File: config.mk
export PLATFORM = sky130hd
export DESIGN_NAME = shadow_map_ctrl
export DESIGN_NICKNAME = d
export VERILOG_FILES = /design/src/rtl/shadow_map_pkg.sv /design/src/rtl/shadow_cfg_regs.sv /design/src/rtl/shadow_attr_map.sv /design/src/rtl/shadow_attr_lookup.sv /design/src/rtl/shadow_map_ctrl.sv
export SDC_FILE = /design/constraint.sdc
export NUM_CORES = 1
export LEC_CHECK = 0
export ABC_CLOCK_PERIOD_IN_PS = 4500
export BUFFER_PORTS_ARGS = -buffer_cell sky130_fd_sc_hd__buf_2
export CAP_MARGIN = 10
export CORE_UTILIZATION = 40
export CTS_CLUSTER_DIAMETER = 120
export CTS_CLUSTER_SIZE = 10
export DETAILED_ROUTE_END_ITERATION = 12
export PLACE_DENSITY = 0.7
export SYNTH_ARGS = -nofsm -noshare
export SYNTH_HDL_FRONTEND = slang
export SYNTH_SLANG_ARGS = --single-unit
File: constraint.sdc
create_clock -name clk -period 4.5 [get_ports clk]
set_clock_uncertainty 0.05 [all_clocks]
set_input_delay 0.9 -clock clk [delete_from_list [all_inputs] [get_ports clk]]
set_output_delay 0.9 -clock clk [all_outputs]
set_load 0.03 [all_outputs]
File: src/rtl/shadow_map_pkg.sv
package shadow_map_pkg;

    // Attribute code: bit 0 = internal read, bit 1 = internal write
    typedef enum logic [1:0] {
        ATTR_EXT = 2'b00,
        ATTR_RO  = 2'b01,
        ATTR_RW  = 2'b11
    } attr_t;

    localparam int          NUM_REGS   = 7;
    localparam int          IDX_W      = $clog2(NUM_REGS);
    localparam logic [7:0]  REG_BASE   = 8'h22;
    localparam int          IDX_MEMCFG = 0;   // 0x22
    localparam int          IDX_RANGE  = 3;   // 0x28
    localparam int          IDX_GRAN   = 5;   // 0x2C
    localparam int          IDX_SEGCFG = 6;   // 0x2E
    localparam logic [15:0] RANGE_RST  = 16'h00F9;

    // Field positions of the memory-configuration word
    localparam int BIT_HIGH_EN  = 0;
    localparam int BIT_MID_EN   = 9;
    localparam int BIT_LOW_EN   = 10;
    localparam int BIT_LOW_WR   = 11;
    localparam int BIT_LOCK     = 15;

endpackage

File: src/rtl/shadow_cfg_regs.sv
module shadow_cfg_regs
    import shadow_map_pkg::*;
#(
    parameter int IO_AW  = 8,
    parameter int DATA_W = 16
) (
    input  logic              clk,
    input  logic              rst_n,
    input  logic              io_wr,
    input  logic [IO_AW-1:0]  io_addr,
    input  logic [DATA_W-1:0] io_wdata,
    output logic [DATA_W-1:0] io_rdata,
    output logic              ext_mode,
    output logic              upd_coarse,
    output logic              upd_ext,
    output logic              locked
);

    localparam logic [IO_AW-1:0] BASE_A = IO_AW'(REG_BASE);
    localparam logic [IO_AW-1:0] SPAN_A = IO_AW'(2 * (NUM_REGS - 1));

    typedef enum logic {
        LK_OPEN   = 1'b0,
        LK_LOCKED = 1'b1
    } lk_state_t;

    lk_state_t              state_q, state_d;
    logic [DATA_W-1:0]      regs_q [NUM_REGS];
    logic [IO_AW-1:0]       ofs;
    logic                   hit;
    logic [IDX_W-1:0]       idx;
    logic                   wr_memcfg, wr_segcfg;

    // Address decode: even offsets from the base
    assign ofs       = io_addr - BASE_A;
    assign hit       = !ofs[0] && (ofs <= SPAN_A);
    assign idx       = IDX_W'(ofs >> 1);
    assign wr_memcfg = io_wr && hit && (idx == IDX_W'(IDX_MEMCFG));
    assign wr_segcfg = io_wr && hit && (idx == IDX_W'(IDX_SEGCFG));

    // Register storage, writes accepted in every lock state
    for (genvar g = 0; g < NUM_REGS; g++) begin : g_reg
        localparam logic [DATA_W-1:0] RST_V =
            (g == IDX_RANGE) ? DATA_W'(RANGE_RST) : '0;
        always_ff @(posedge clk) begin
            if (!rst_n)
                regs_q[g] <= RST_V;
            else if (io_wr && hit && (idx == IDX_W'(g)))
                regs_q[g] <= io_wdata;
        end
    end

    assign io_rdata = hit ? regs_q[idx] : '1;
    assign ext_mode = regs_q[IDX_GRAN][0];

    // Lock state register
    always_ff @(posedge clk) begin
        if (!rst_n)
            state_q <= LK_OPEN;
        else
            state_q <= state_d;
    end

    always_comb begin
        state_d = state_q;
        unique case (state_q)
            LK_OPEN:   if (wr_memcfg && io_wdata[BIT_LOCK]) state_d = LK_LOCKED;
            LK_LOCKED: state_d = LK_LOCKED;
        endcase
    end

    // Outputs per state
    always_comb begin
        upd_coarse = 1'b0;
        upd_ext    = 1'b0;
        locked     = 1'b0;
        unique case (state_q)
            LK_OPEN: begin
                upd_coarse = wr_memcfg && !ext_mode && !io_wdata[BIT_LOCK];
                upd_ext    = wr_segcfg && ext_mode;
            end
            LK_LOCKED: locked = 1'b1;
        endcase
    end

    // the lock holds until reset
    p_lock_sticky_r8: assert property (@(posedge clk) disable iff (!rst_n)
        (state_q == LK_LOCKED) |=> (state_q == LK_LOCKED));

    // entering the lock never carries a map update with it
    p_lock_entry_quiet_r8: assert property (@(posedge clk) disable iff (!rst_n)
        (state_q == LK_OPEN && state_d == LK_LOCKED) |-> !upd_coarse);

endmodule

File: src/rtl/shadow_attr_map.sv
module shadow_attr_map
    import shadow_map_pkg::*;
#(
    parameter int DATA_W    = 16,
    parameter int SEG_COUNT = 8
) (
    input  logic                      clk,
    input  logic                      rst_n,
    input  logic                      upd_coarse,
    input  logic                      upd_ext,
    input  logic [DATA_W-1:0]         cfg_word,
    output logic [1:0]                low_attr,
    output logic [SEG_COUNT-1:0][1:0] seg_attr
);

    localparam int HALF   = SEG_COUNT / 2;
    localparam int EN_OFS = DATA_W / 2;

    attr_t low_next, mid_next, high_next;

    always_comb begin
        if (!cfg_word[BIT_LOW_EN])     low_next = ATTR_EXT;
        else if (cfg_word[BIT_LOW_WR]) low_next = ATTR_RW;
        else                           low_next = ATTR_RO;
        mid_next  = cfg_word[BIT_MID_EN]  ? ATTR_RW : ATTR_EXT;
        high_next = cfg_word[BIT_HIGH_EN] ? ATTR_RW : ATTR_EXT;
    end

    always_ff @(posedge clk) begin
        if (!rst_n)
            low_attr <= ATTR_EXT;
        else if (upd_coarse)
            low_attr <= low_next;
    end

    for (genvar s = 0; s < SEG_COUNT; s++) begin : g_seg
        attr_t coarse_v, ext_v;
        assign coarse_v = (s < HALF) ? mid_next : high_next;
        assign ext_v    = !cfg_word[s + EN_OFS] ? ATTR_EXT :
                          (cfg_word[s] ? ATTR_RO : ATTR_RW);
        always_ff @(posedge clk) begin
            if (!rst_n)
                seg_attr[s] <= ATTR_EXT;
            else if (upd_coarse)
                seg_attr[s] <= coarse_v;
            else if (upd_ext)
                seg_attr[s] <= ext_v;
        end
    end

    // the map moves only on a sampled update
    p_map_hold_r11: assert property (@(posedge clk) disable iff (!rst_n)
        !(upd_coarse || upd_ext) |=> ($stable(low_attr) && $stable(seg_attr)));

endmodule

File: src/rtl/shadow_attr_lookup.sv
module shadow_attr_lookup
    import shadow_map_pkg::*;
#(
    parameter int ADDR_W    = 20,
    parameter int SEG_COUNT = 8,
    parameter int SEG_SHIFT = 15
) (
    input  logic [ADDR_W-1:0]         mem_addr,
    input  logic [1:0]                low_attr,
    input  logic [SEG_COUNT-1:0][1:0] seg_attr,
    output logic                      rd_internal,
    output logic                      wr_internal,
    output logic                      wr_block
);

    localparam int                SEG_W     = $clog2(SEG_COUNT);
    localparam logic [ADDR_W-1:0] LOW_BASE  = ADDR_W'(20'hA0000);
    localparam logic [ADDR_W-1:0] HIGH_BASE = ADDR_W'(20'hC0000);
    localparam logic [ADDR_W-1:0] AREA_TOP  =
        HIGH_BASE + ADDR_W'(SEG_COUNT << SEG_SHIFT) - 1'b1;

    logic              in_low, in_high;
    logic [ADDR_W-1:0] seg_ofs;
    logic [SEG_W-1:0]  seg_idx;
    logic [1:0]        attr;

    assign in_low  = (mem_addr >= LOW_BASE) && (mem_addr < HIGH_BASE);
    assign in_high = (mem_addr >= HIGH_BASE) && (mem_addr <= AREA_TOP);
    assign seg_ofs = mem_addr - HIGH_BASE;
    assign seg_idx = SEG_W'(seg_ofs >> SEG_SHIFT);

    always_comb begin
        if (in_low)       attr = low_attr;
        else if (in_high) attr = seg_attr[seg_idx];
        else              attr = ATTR_EXT;
    end

    assign rd_internal = attr[0];
    assign wr_internal = attr[1];
    assign wr_block    = attr[0] && !attr[1];

endmodule

File: src/rtl/shadow_map_ctrl.sv
module shadow_map_ctrl
    import shadow_map_pkg::*;
#(
    parameter int IO_AW     = 8,
    parameter int ADDR_W    = 20,
    parameter int SEG_COUNT = 8,
    parameter int SEG_SHIFT = 15
) (
    input  logic              clk,
    input  logic              rst_n,
    input  logic              io_wr,
    input  logic [IO_AW-1:0]  io_addr,
    input  logic [15:0]       io_wdata,
    output logic [15:0]       io_rdata,
    input  logic [ADDR_W-1:0] mem_addr,
    output logic              rd_internal,
    output logic              wr_internal,
    output logic              wr_block
);

    localparam int DATA_W = 16;

    logic                      ext_mode, upd_coarse, upd_ext, lock_q;
    logic [1:0]                low_attr;
    logic [SEG_COUNT-1:0][1:0] seg_attr;

    shadow_cfg_regs #(.IO_AW(IO_AW), .DATA_W(DATA_W)) i_regs (
        .clk        (clk),
        .rst_n      (rst_n),
        .io_wr      (io_wr),
        .io_addr    (io_addr),
        .io_wdata   (io_wdata),
        .io_rdata   (io_rdata),
        .ext_mode   (ext_mode),
        .upd_coarse (upd_coarse),
        .upd_ext    (upd_ext),
        .locked     (lock_q)
    );

    shadow_attr_map #(.DATA_W(DATA_W), .SEG_COUNT(SEG_COUNT)) i_map (
        .clk        (clk),
        .rst_n      (rst_n),
        .upd_coarse (upd_coarse),
        .upd_ext    (upd_ext),
        .cfg_word   (io_wdata),
        .low_attr   (low_attr),
        .seg_attr   (seg_attr)
    );

    shadow_attr_lookup #(.ADDR_W(ADDR_W), .SEG_COUNT(SEG_COUNT),
                         .SEG_SHIFT(SEG_SHIFT)) i_lookup (
        .mem_addr    (mem_addr),
        .low_attr    (low_attr),
        .seg_attr    (seg_attr),
        .rd_internal (rd_internal),
        .wr_internal (wr_internal),
        .wr_block    (wr_block)
    );

    // a locked configuration freezes the whole map
    p_lock_freeze_r8: assert property (@(posedge clk) disable iff (!rst_n)
        lock_q |=> ($stable(low_attr) && $stable(seg_attr)));

    // extended mode never touches the video window
    p_ext_keeps_low_r10: assert property (@(posedge clk) disable iff (!rst_n)
        ext_mode |=> $stable(low_attr));

    // in coarse mode the segment word has no path into the map
    p_coarse_ignores_seg_r7: assert property (@(posedge clk) disable iff (!rst_n)
        (!ext_mode && !(io_wr && io_addr == IO_AW'(REG_BASE))) |=> $stable(seg_attr));

    // attribute combination is always legal
    p_attr_legal_r12: assert property (@(posedge clk) disable iff (!rst_n)
        !(wr_internal && wr_block) && (!(wr_internal || wr_block) || rd_internal));

    // below the upper memory area everything is external
    p_outside_ext_r9: assert property (@(posedge clk) disable iff (!rst_n)
        (mem_addr < ADDR_W'(20'hA0000)) |-> !(rd_internal || wr_internal || wr_block));

endmodule

Yosys cells after proc, flatten, opt, wreduce, memory -nomap -nowiden
Memory sizes are Yosys's and may differ from the RTL's.
Index checks and enable logic that the tools add are counted.
W data, S select, Z words.

operators by class
  magnitude comparators = 6
  bitwise logic cells = 8
  add/subtract/negate cells = 2
  equality and inequality tests = 6
  reduce and logical (&&, ||, !) cells = 22
  mux-type cells = 74

operator list
  operator                 count
  $mux W16                 8
  $mux W2                  39
  $ge A20 B20 Y1 const B   2
  $mux W1                  25
  $le A20 B20 Y1 const B   1
  $lt A20 B20 Y1 const B   1
  $sub A18 B1 Y18 const B  1
  $logic_and A1 B1 Y1      16
  $eq A3 B3 Y1 const B     3
  $le A8 B4 Y1 const B     1
  $sub A8 B6 Y8 const B    1
  $or A1 B1 Y1             7
  $bmux W2 S3              1
  $eq A3 B2 Y1 const B     2
  $logic_not A1 Y1         4
  $lt A3 B4 Y1 const B     1
  $eq A3 B1 Y1 const B     1
  $logic_not A3 Y1         1
  $pmux W1 S2              1
  $reduce_bool A2 Y1       1
  $not A1 Y1               1

word-level totals
  output and inout bits = 19
  word-level logic and storage cells = 129
  flip-flop bits (word level) = 19
  bits of input ports = 47
  memories kept = 1
  memory bits (writable) = 112

memories
  memory         words  bits a word  read ports  clocked after memory_dff  write ports  line                   text
  i_regs.regs_q  7      16           2           0                         7            shadow_cfg_regs.sv:28  logic [DATA_W-1:0] regs_q [NUM_REGS];

Longest topological paths before layout
Gate-level depths: netlist (run 1).

  depth in word-level cells = 9
  depth in mapped cells = 11

Hierarchy
From an unflattened synthesis (run 1), not the netlist that was laid out.

second synthesis, totals
  cell total of the unflattened synthesis = 537
  area total of the unflattened synthesis = 6387.4 sq um

by module, submodules not included
  module              sequential area each (sq um)  area each (sq um)  instances  cells each
  shadow_cfg_regs     3383.2                        5441.5             1          443
  shadow_attr_map     360.3                         748.2              1          73
  shadow_attr_lookup  0.0                           197.7              1          21

Worst setup path after synthesis (run 1)
Ideal clock, no wire load.

  path type = input-to-output
  from = in io_addr[1]
  to = out io_rdata[10]
  path buffers = 5
  data required time = 3550 ps
  slack = -371 ps
  cell stages on the path = 11
  arrival time = 3921 ps
  path through = buf_2 buf_2 buf_1 inv_1 ha_1 xnor2_1 nor3_1 nor3_2 clkbuf_1 buf_2 o211ai_1

between the ends
  longest elaborated chain between the ends = 4
  elaborated cells on any way between the ends = 5

ends and longest elaborated chain
  item                 line                   text
  from (decl)          shadow_map_ctrl.sv:12  input logic [IO_AW-1:0] io_addr,
  $sub A8 B6 Y8 *      shadow_cfg_regs.sv:35  assign ofs = io_addr - BASE_A;
  $le A8 B4 Y1         shadow_cfg_regs.sv:36  assign hit = !ofs[0] && (ofs <= SPAN_A);
  $logic_and A1 B1 Y1  shadow_cfg_regs.sv:36
  $mux W16 *           shadow_cfg_regs.sv:53  assign io_rdata = hit ? regs_q[idx] : '1;
  to (decl)            shadow_map_ctrl.sv:14  output logic [15:0] io_rdata,

Every way passes the cells marked *; elsewhere a longest branch is shown, timed or not.

Worst setup path in the final report (run 1)
  from = in io_addr[1]
  to = out io_rdata[5]

Same word-level chain as after synthesis.

==> run summary, run 1 <==
The placed cell count is 717. The net count of the mapped netlist came out at 545. The share of the cycle needed by the critical path after routing came out at 91.0%.

The total leakage power came out at 2.56 nW. Data on the critical path arrives at its endpoint at 3.14 ns. After detailed routing, the average wire length per cell comes to 19.3 µm.

The minimum period implied by the final worst setup slack came out at 4.09 ns. The number of synthesized flops with an enable pin came out at 112. Setup repair after global routing left no endpoint under its margin. The average cell area after synthesis came out at 12.2 µm². The setup path with the least slack is of type in -> out. In the final layout, the multi-input gates occupy 2130 µm².

STA classifies the critical path endpoint as a primary output. Global routing consumed, over all layers together, 19.4% of the routing resources. In this run the worst setup path begins at io_addr[1].

The fraction of layout instances using a drive strength above 1 came out at 22.1%. The post-layout instance area is 7110 µm². The die outline area came out at 15,500 µm². The fill cell instance count of the final layout came out at 1,249. The die boundary width came out at 125 µm. After layout, the worst setup slack is 0.406 ns. In the routed layout, each cell is associated on average with a via count of 5.71. The deepest clock path buffer count is 2. The required arrival time at the worst endpoint is 3.55 ns. The cell taking the most area after synthesis is sky130_fd_sc_hd__edfxtp_1. The startpoint identified for the worst register-to-register timing path is i_regs.regs_q[5][0].

The cell area after placement is 6570 µm². The cell depth of the worst flop-to-flop path came out at 6. Following the worst setup path forward leads to its endpoint at io_rdata[5]. 0 antenna diodes ended up in the layout. For this block, the initial DRC count from the detailed router was 582.

By area the synthesized netlist is led by sky130_fd_sc_hd__edfxtp_1 (56%), sky130_fd_sc_hd__nor2_1 (7.8%), sky130_fd_sc_hd__mux4_2 (7.5%). CTS placed an instance of sky130_fd_sc_hd__clkbuf_16 at the clock tree root. The placed wire-length estimate after detailed placement came out at 9300 µm. The primary flip-flop cell chosen by synthesis mapping is sky130_fd_sc_hd__edfxtp_1. After detailed routing, the total wire length is 14,400 µm. The net count of the finished layout is 604.

The number of port buffers came out at 50. Summing the sequential cell areas from Yosys gives 62.2% of the chip area. Derived from the worst setup path, the maximum achievable clock frequency is 244 MHz. The via count of the first global-routing pass was 4,172.

The final weighted congestion in routability-driven placement is 0.832. Post-CTS timing repair inserted 0 buffers for setup. The number of primary I/O pins came out at 66. The highest fanout seen on the critical path is 27.

The transition time at the pin with the least slew margin is 0.886 ns. The worst reg-to-reg setup slack is 2.16 ns. The via count of the routed design came out at 4,276.

The critical path goes through buf_2, inv_1, ha_1, xnor2_2, nor3_1, nor3_2, buf_4, o211ai_1, buf_2. The worst-case setup slack after placement is 0.414 ns. The hold-fix buffer count after cts came out at 0. The total number of yosys warnings came out at 0. The length of the first detailed-routing pass in iterations came out at 6.

The post-detailed-route count of antenna-violating nets came out at 0. The cell type with the highest occurrence count on the critical path is sky130_fd_sc_hd__buf_2. IR analysis of the VDD net gives a maximum drop of 0.283 mV. The clock edge transition at the registers on the reported setup and hold paths is 0.06 ns. The post-cts sizing count came out at 0.

The number of storage elements in the synthesis netlist came out at 131. After detailed routing, the number of remaining DRC violations is 0. In this run the vertical extent of the chip is 125 µm. The most instantiated library cell after synthesis is sky130_fd_sc_hd__nor2_1.

The level count of the clock H-tree came out at 4. The worst-skew pair later-pin latency is 0.41 ns. The global-route wire length before repair came out at 22,500 µm.

In this run, distinct cell masters in the synthesized netlist total 44. The total standard cell area after synthesis came out at 6020 µm². Clock tree synthesis found a total of 131 sinks. The top cell type by area accounts for 55.9% of the synthesized area. The register area came out at 3740 µm². The reported max-cap violation count is 0. By count the netlist is led by sky130_fd_sc_hd__nor2_1 (125), sky130_fd_sc_hd__edfxtp_1 (112), sky130_fd_sc_hd__nand2_1 (51). The cell count after synthesis came out at 493. The initial antenna violation count came out at 0. The total CTS buffers came out at 17. The path class of the tightest hold or removal check is reg -> reg. The number of cell rows came out at 44. STA classifies the critical path startpoint as an input pin. The setup TNS after final layout came out at 0 ns.

The delay of the slowest cell on the worst path is 0.47 ns. The relative max-transition margin is 40.8%. The final hold violation count came out at 0. The leftover overflow at the end of global routing is 0. Once the floorplan was initialized, standard cells occupied 41.3% of the core. For this design the ratio of total power to cell area is 403 nW/µm². The flow ran to the end, and the final reports show no timing, DRC or antenna violations.

The pin count of the biggest net entering global routing came out at 53. TritonCTS built the clock tree. The synthesis-to-layout area growth is 18.0%.

The max-slew violation count came to 0. Setup violations remaining at the end of the flow were counted as 0. The proportion of register bits with asynchronous set or reset after synthesis is 0%. In this run the standard cell core region covers 14,600 µm². The worst register-to-register path ends at i_map.seg_attr[7]. The final cell count without fillers is 749. The master of the slowest instance on the critical path is sky130_fd_sc_hd__nor3_1. Overall power consumption after layout is estimated at 2.87 mW.
## layout by cell type, fill, tap and decap left out, types with 2 or more instances in the layout
master,n
sky130_fd_sc_hd__ha_1,5
sky130_fd_sc_hd__inv_1,12
sky130_fd_sc_hd__a22o_1,2
sky130_fd_sc_hd__buf_4,19
sky130_fd_sc_hd__nand4b_1,4
sky130_fd_sc_hd__nor3b_1,2
sky130_fd_sc_hd__buf_2,50
sky130_fd_sc_hd__nor3_2,2
sky130_fd_sc_hd__a221o_1,3
sky130_fd_sc_hd__nor2b_1,5
sky130_fd_sc_hd__and4_1,2
sky130_fd_sc_hd__o211a_1,2
sky130_fd_sc_hd__clkbuf_16,18
sky130_fd_sc_hd__and3_1,2
sky130_fd_sc_hd__o221ai_1,2
sky130_fd_sc_hd__dfxtp_1,19
sky130_fd_sc_hd__a21oi_1,18
sky130_fd_sc_hd__clkbuf_8,3
sky130_fd_sc_hd__o221a_2,2
sky130_fd_sc_hd__edfxtp_1,112
sky130_fd_sc_hd__clkbuf_1,7
sky130_fd_sc_hd__o21ai_0,6
sky130_fd_sc_hd__nand4_1,7
sky130_fd_sc_hd__nand3_1,3
sky130_fd_sc_hd__a211o_1,3
sky130_fd_sc_hd__o211ai_1,18
sky130_fd_sc_hd__nand2_1,51
sky130_fd_sc_hd__clkinv_2,3
sky130_fd_sc_hd__mux4_2,20
sky130_fd_sc_hd__nor2_1,125
sky130_fd_sc_hd__mux2_2,2
sky130_fd_sc_hd__mux2i_1,19
## flip-flops by register name (all words and copies together) (netlist names)
signal and flops:
i_map.seg_attr 16, i_regs.state_q 1, i_regs.regs_q 112, i_map.low_attr 2
## how the worst min path moves through the flow
stage,to,from,cells past startpoint
2_1_floorplan,i_map.seg_attr[3],i_map.seg_attr[3],1
3_3_place_gp,i_map.seg_attr[3],i_map.seg_attr[3],1
3_5_place_dp,i_map.seg_attr[3],i_map.seg_attr[3],1
4_1_cts,i_map.seg_attr[3],i_map.seg_attr[3],1
5_1_grt,i_map.seg_attr[6],i_map.seg_attr[6],1
6_report,i_map.seg_attr[3],i_map.seg_attr[3],1
## routing by layer
| metal | track usage, % | share of wire (%) | up-vias |
|---|---|---|---|
| li1 | - | - | 1928 |
| met1 | 25.2 | 41 | 2121 |
| met2 | 31.8 | 50 | 204 |
| met3 | 4.17 | 6.8 | 23 |
| met4 | 7.16 | 1.5 | 0 |
| met5 | 0 | 0 | - |
## layout make-up
| type | instances | area share, % |
|---|---|---|
| flip-flops and latches | 131 | 52.7 |
| well taps | 184 | 3.24 |
| multi-input cells | 320 | 30.0 |
| inverters | 12 | 0.634 |
| repair buffers | 70 | 5.81 |
| clock buffers | 28 | 7.29 |
| clock inverters | 4 | 0.317 |
## cell families after synthesis
logic type | after synthesis | synth area share [%]
xor gates and xnor gates | 2 | 0.416
muxes | 41 | 11.0
and+or+nand+nor | 212 | 15.3
buffers and inverters | 42 | 2.68
adders and majority gates | 5 | 1.04
DFF | 131 | 62.2
AOI/OAI and AO/OA | 60 | 7.34
## report_power, final
group,internal [mW],leakage (nW),total [mW],switching (mW)
combinational,0.0815,1.07,0.230,0.148
clock,0.778,0.264,1.25,0.476
sequential,1.37,1.22,1.38,0.0143
## per-stage QoR
step	hold WS [ns]	utilization, %
finish	0.420	48.7
global route	0.446	48.7
CTS	0.415	48.7
detailed placement	0.399	45.0
global placement	0.394	45.0
floorplan	0.378	-
## worst max-delay path, delay by kind of cell
family	cells	cell delay [ns]
buffers and inverters	4	0.92
AND/OR/NAND/NOR	2	0.57
adder cells (fa/ha/maj)	1	0.34
AO/OA/AOI/OAI	1	0.19
XOR/XNOR	1	0.18
Note: power is estimated with default switching activity, not from simulation.
==> inputs of run 2 (changes only) <==
--- a/config.mk
+++ b/config.mk
@@ -12,7 +12,6 @@
 export CTS_CLUSTER_DIAMETER = 120
 export CTS_CLUSTER_SIZE = 10
 export DETAILED_ROUTE_END_ITERATION = 12
-export PLACE_DENSITY = 0.7
 export SYNTH_ARGS = -nofsm -noshare
 export SYNTH_HDL_FRONTEND = slang
 export SYNTH_SLANG_ARGS = --single-unit
==> run summary, run 2 (synthesized netlist as in run 1, its figures left out) <==
The flow ran to the end, and the final reports show no timing, DRC or antenna violations. The number of diodes added for antenna fixing came to 0 (unchanged). The highest fanout seen on the critical path is 27 (unchanged). The area of the multi-input gates is 2140 µm² (+0.29%). Leaving out fill and tap cells, the most frequent cell in the layout is sky130_fd_sc_hd__nor2_1. TritonCTS built the clock tree. The pin count of the biggest net entering global routing is 45 (-15%). Setup repair after global routing left no endpoint under its margin. The die boundary width is 125 µm (unchanged).

The total global-route track usage came out at 20.8% (+1.5 points). The total length of routed wires came to 15,100 µm (+4.9%). The maximum clock frequency came out at 244 MHz (about the same).

The final hold violation count came out at 0 (unchanged). By startpoint and endpoint, the worst setup path is classified as in -> out. The register area came out at 3740 µm² (unchanged). STA classifies the critical path startpoint as an input pin.

The minimum period implied by the final worst setup slack is 4.09 ns (-0.00310 ns). The relative max-transition margin is 44.6% (+3.8 points). The worst reg-to-reg setup slack came out at 2.03 ns (-0.13 ns). The total clock sinks is 131 (unchanged).

The transition time at the pin with the least slew margin came out at 0.830 ns (-0.0564 ns). The total leakage power was 2.57 nW (+0.66%). The leftover overflow at the end of global routing was 0 (unchanged). The total CTS buffers came to 17 (unchanged). The fraction of layout instances using a drive strength above 1 came to 21.9% (-0.18 points). The die outline area came out at 15,500 µm² (unchanged). The total core area is 14,600 µm² (unchanged). The net count of the finished layout came out at 606 (+0.33%). The share of the cycle needed by the critical path after routing is 90.9% (about the same). The synthesis-to-layout area growth came out at 18.6%.

The cell area power density came out at 412 nW/µm² (+2.1%). The number of violations reported at the end of detailed-routing iteration 0 is 352 (-40%). The via count of the routed design came to 4,098 (-4.2%). The post-cts sizing count was 0 (unchanged). The flip-flop count of the largest register, all copies and words added came out at 112 (unchanged). The required arrival time at the worst endpoint came out at 3.55 ns (about the same).

The overall power came to 2.94 mW (+2.6%). The endpoint class of the critical path is a primary output. The final number of setup-violating endpoints came to 0 (unchanged). The top cell types in the final layout, fill and taps aside, are sky130_fd_sc_hd__nor2_1 (125), sky130_fd_sc_hd__edfxtp_1 (112), sky130_fd_sc_hd__nand2_1 (51). The length of the first detailed-routing pass in iterations came out at 4 (-2). The worst-skew pair later-pin latency came out at 0.41 ns (about the same). The largest registers in the layout are i_regs.regs_q (112), i_map.seg_attr (16), i_map.low_attr (2). The deepest clock path buffer count came out at 2 (unchanged). The fill cell instance count of the final layout came out at 1,286 (+3.0%). The max-slew violation count is 0 (unchanged). The top register by number of flip-flops is i_regs.regs_q. The maximum resistive drop on vdd is 0.265 mV (-6.2%).

The tightest min-delay check is of the reg -> reg type. The detail-routed net length per standard cell is 20.2 µm (+4.9%). The hold-fix buffer count after cts is 0 (unchanged). The via count of the first global-routing pass came out at 4,230 (+1.4%).

The setup TNS after final layout is 0 ns (unchanged). The final weighted congestion in routability-driven placement is 0.816 (-2.0%). The mean number of vias per cell came to 5.47 (-4.2%). The post-route DRC violation count came out at 0 (unchanged).

The arrival time at the worst endpoint is 3.14 ns (about the same). The clock edge transition at the registers on the reported setup and hold paths came out at 0.05 ns (about the same). The worst hold slack across all endpoints came out at 0.412 ns (-0.00747 ns). The y dimension of the die is 125 µm (unchanged).

The buffer count from post-CTS setup fixing is 0 (unchanged). The global-route wire length before repair came to 24,000 µm (+6.7%). The initial antenna violation count is 0 (unchanged).

The root buffer cell chosen for the clock tree is sky130_fd_sc_hd__clkbuf_16. The placed wire-length estimate after detailed placement is 9990 µm (+7.4%). The number of primary I/O pins is 66 (unchanged). The post-detailed-route count of antenna-violating nets is 0 (unchanged). The initial cell density of the core is 41.3% (unchanged). The number of cell rows came out at 44 (unchanged). The reported max-cap violation count is 0 (unchanged).

The level count of the clock H-tree was 4 (unchanged). The number of port buffers is 50 (unchanged).
[run 2: worst paths after layout]
check,to,startpoint,cells past startpoint
hold / removal,i_map.seg_attr[2],i_map.seg_attr[2],2
hold reg to reg,i_map.seg_attr[2],i_map.seg_attr[2],2
setup reg to reg,i_map.seg_attr[4],i_regs.regs_q[5][0],5
setup / recovery,io_rdata[5],io_addr[1],9
[run 2: through the flow]
step	instance area, µm²	cells	setup slack, ns	util [%]
global placement	6590	719	0.465	45.1
CTS	7140	749	0.406	49.0
detailed placement	6590	719	0.421	45.1
global route	7140	749	0.245	49.0
finish	7140	749	0.409	49.0
floorplan	6030	493	0.0578	-
[run 2: layout make-up]
cell class | count | area share (%)
Timing Repair Buffer | 72 | 5.99
Clock inverter | 8 | 1.56
Sequential cell | 131 | 52.4
Tap cell | 184 | 3.22
Multi-Input combinational cell | 320 | 30.0
Inverter | 12 | 0.631
Clock buffer | 22 | 6.22
[run 2: critical path, cell delays in order]
cell,delay [ns]
sky130_fd_sc_hd__buf_2,0.14
sky130_fd_sc_hd__inv_1,0.11
sky130_fd_sc_hd__ha_1,0.38
sky130_fd_sc_hd__xnor2_2,0.20
sky130_fd_sc_hd__nor3_1,0.58
sky130_fd_sc_hd__nor3_4,0.09
sky130_fd_sc_hd__buf_4,0.26
sky130_fd_sc_hd__o211ai_1,0.18
sky130_fd_sc_hd__buf_2,0.26
[run 2: where the power goes]
| group | switching, mW | internal, mW | total (mW) |
|---|---|---|---|
| clock | 0.469 | 0.856 | 1.32 |
| sequential | 0.0138 | 1.37 | 1.38 |
| combinational | 0.152 | 0.0834 | 0.235 |
[run 2: per-layer routing]
metal | GRT usage [%] | routed length [µm]
met1 | 29.1 | 6670
met5 | 0 | 0
met3 | 4.77 | 1120
met4 | 6.95 | 172
met2 | 32.1 | 7190
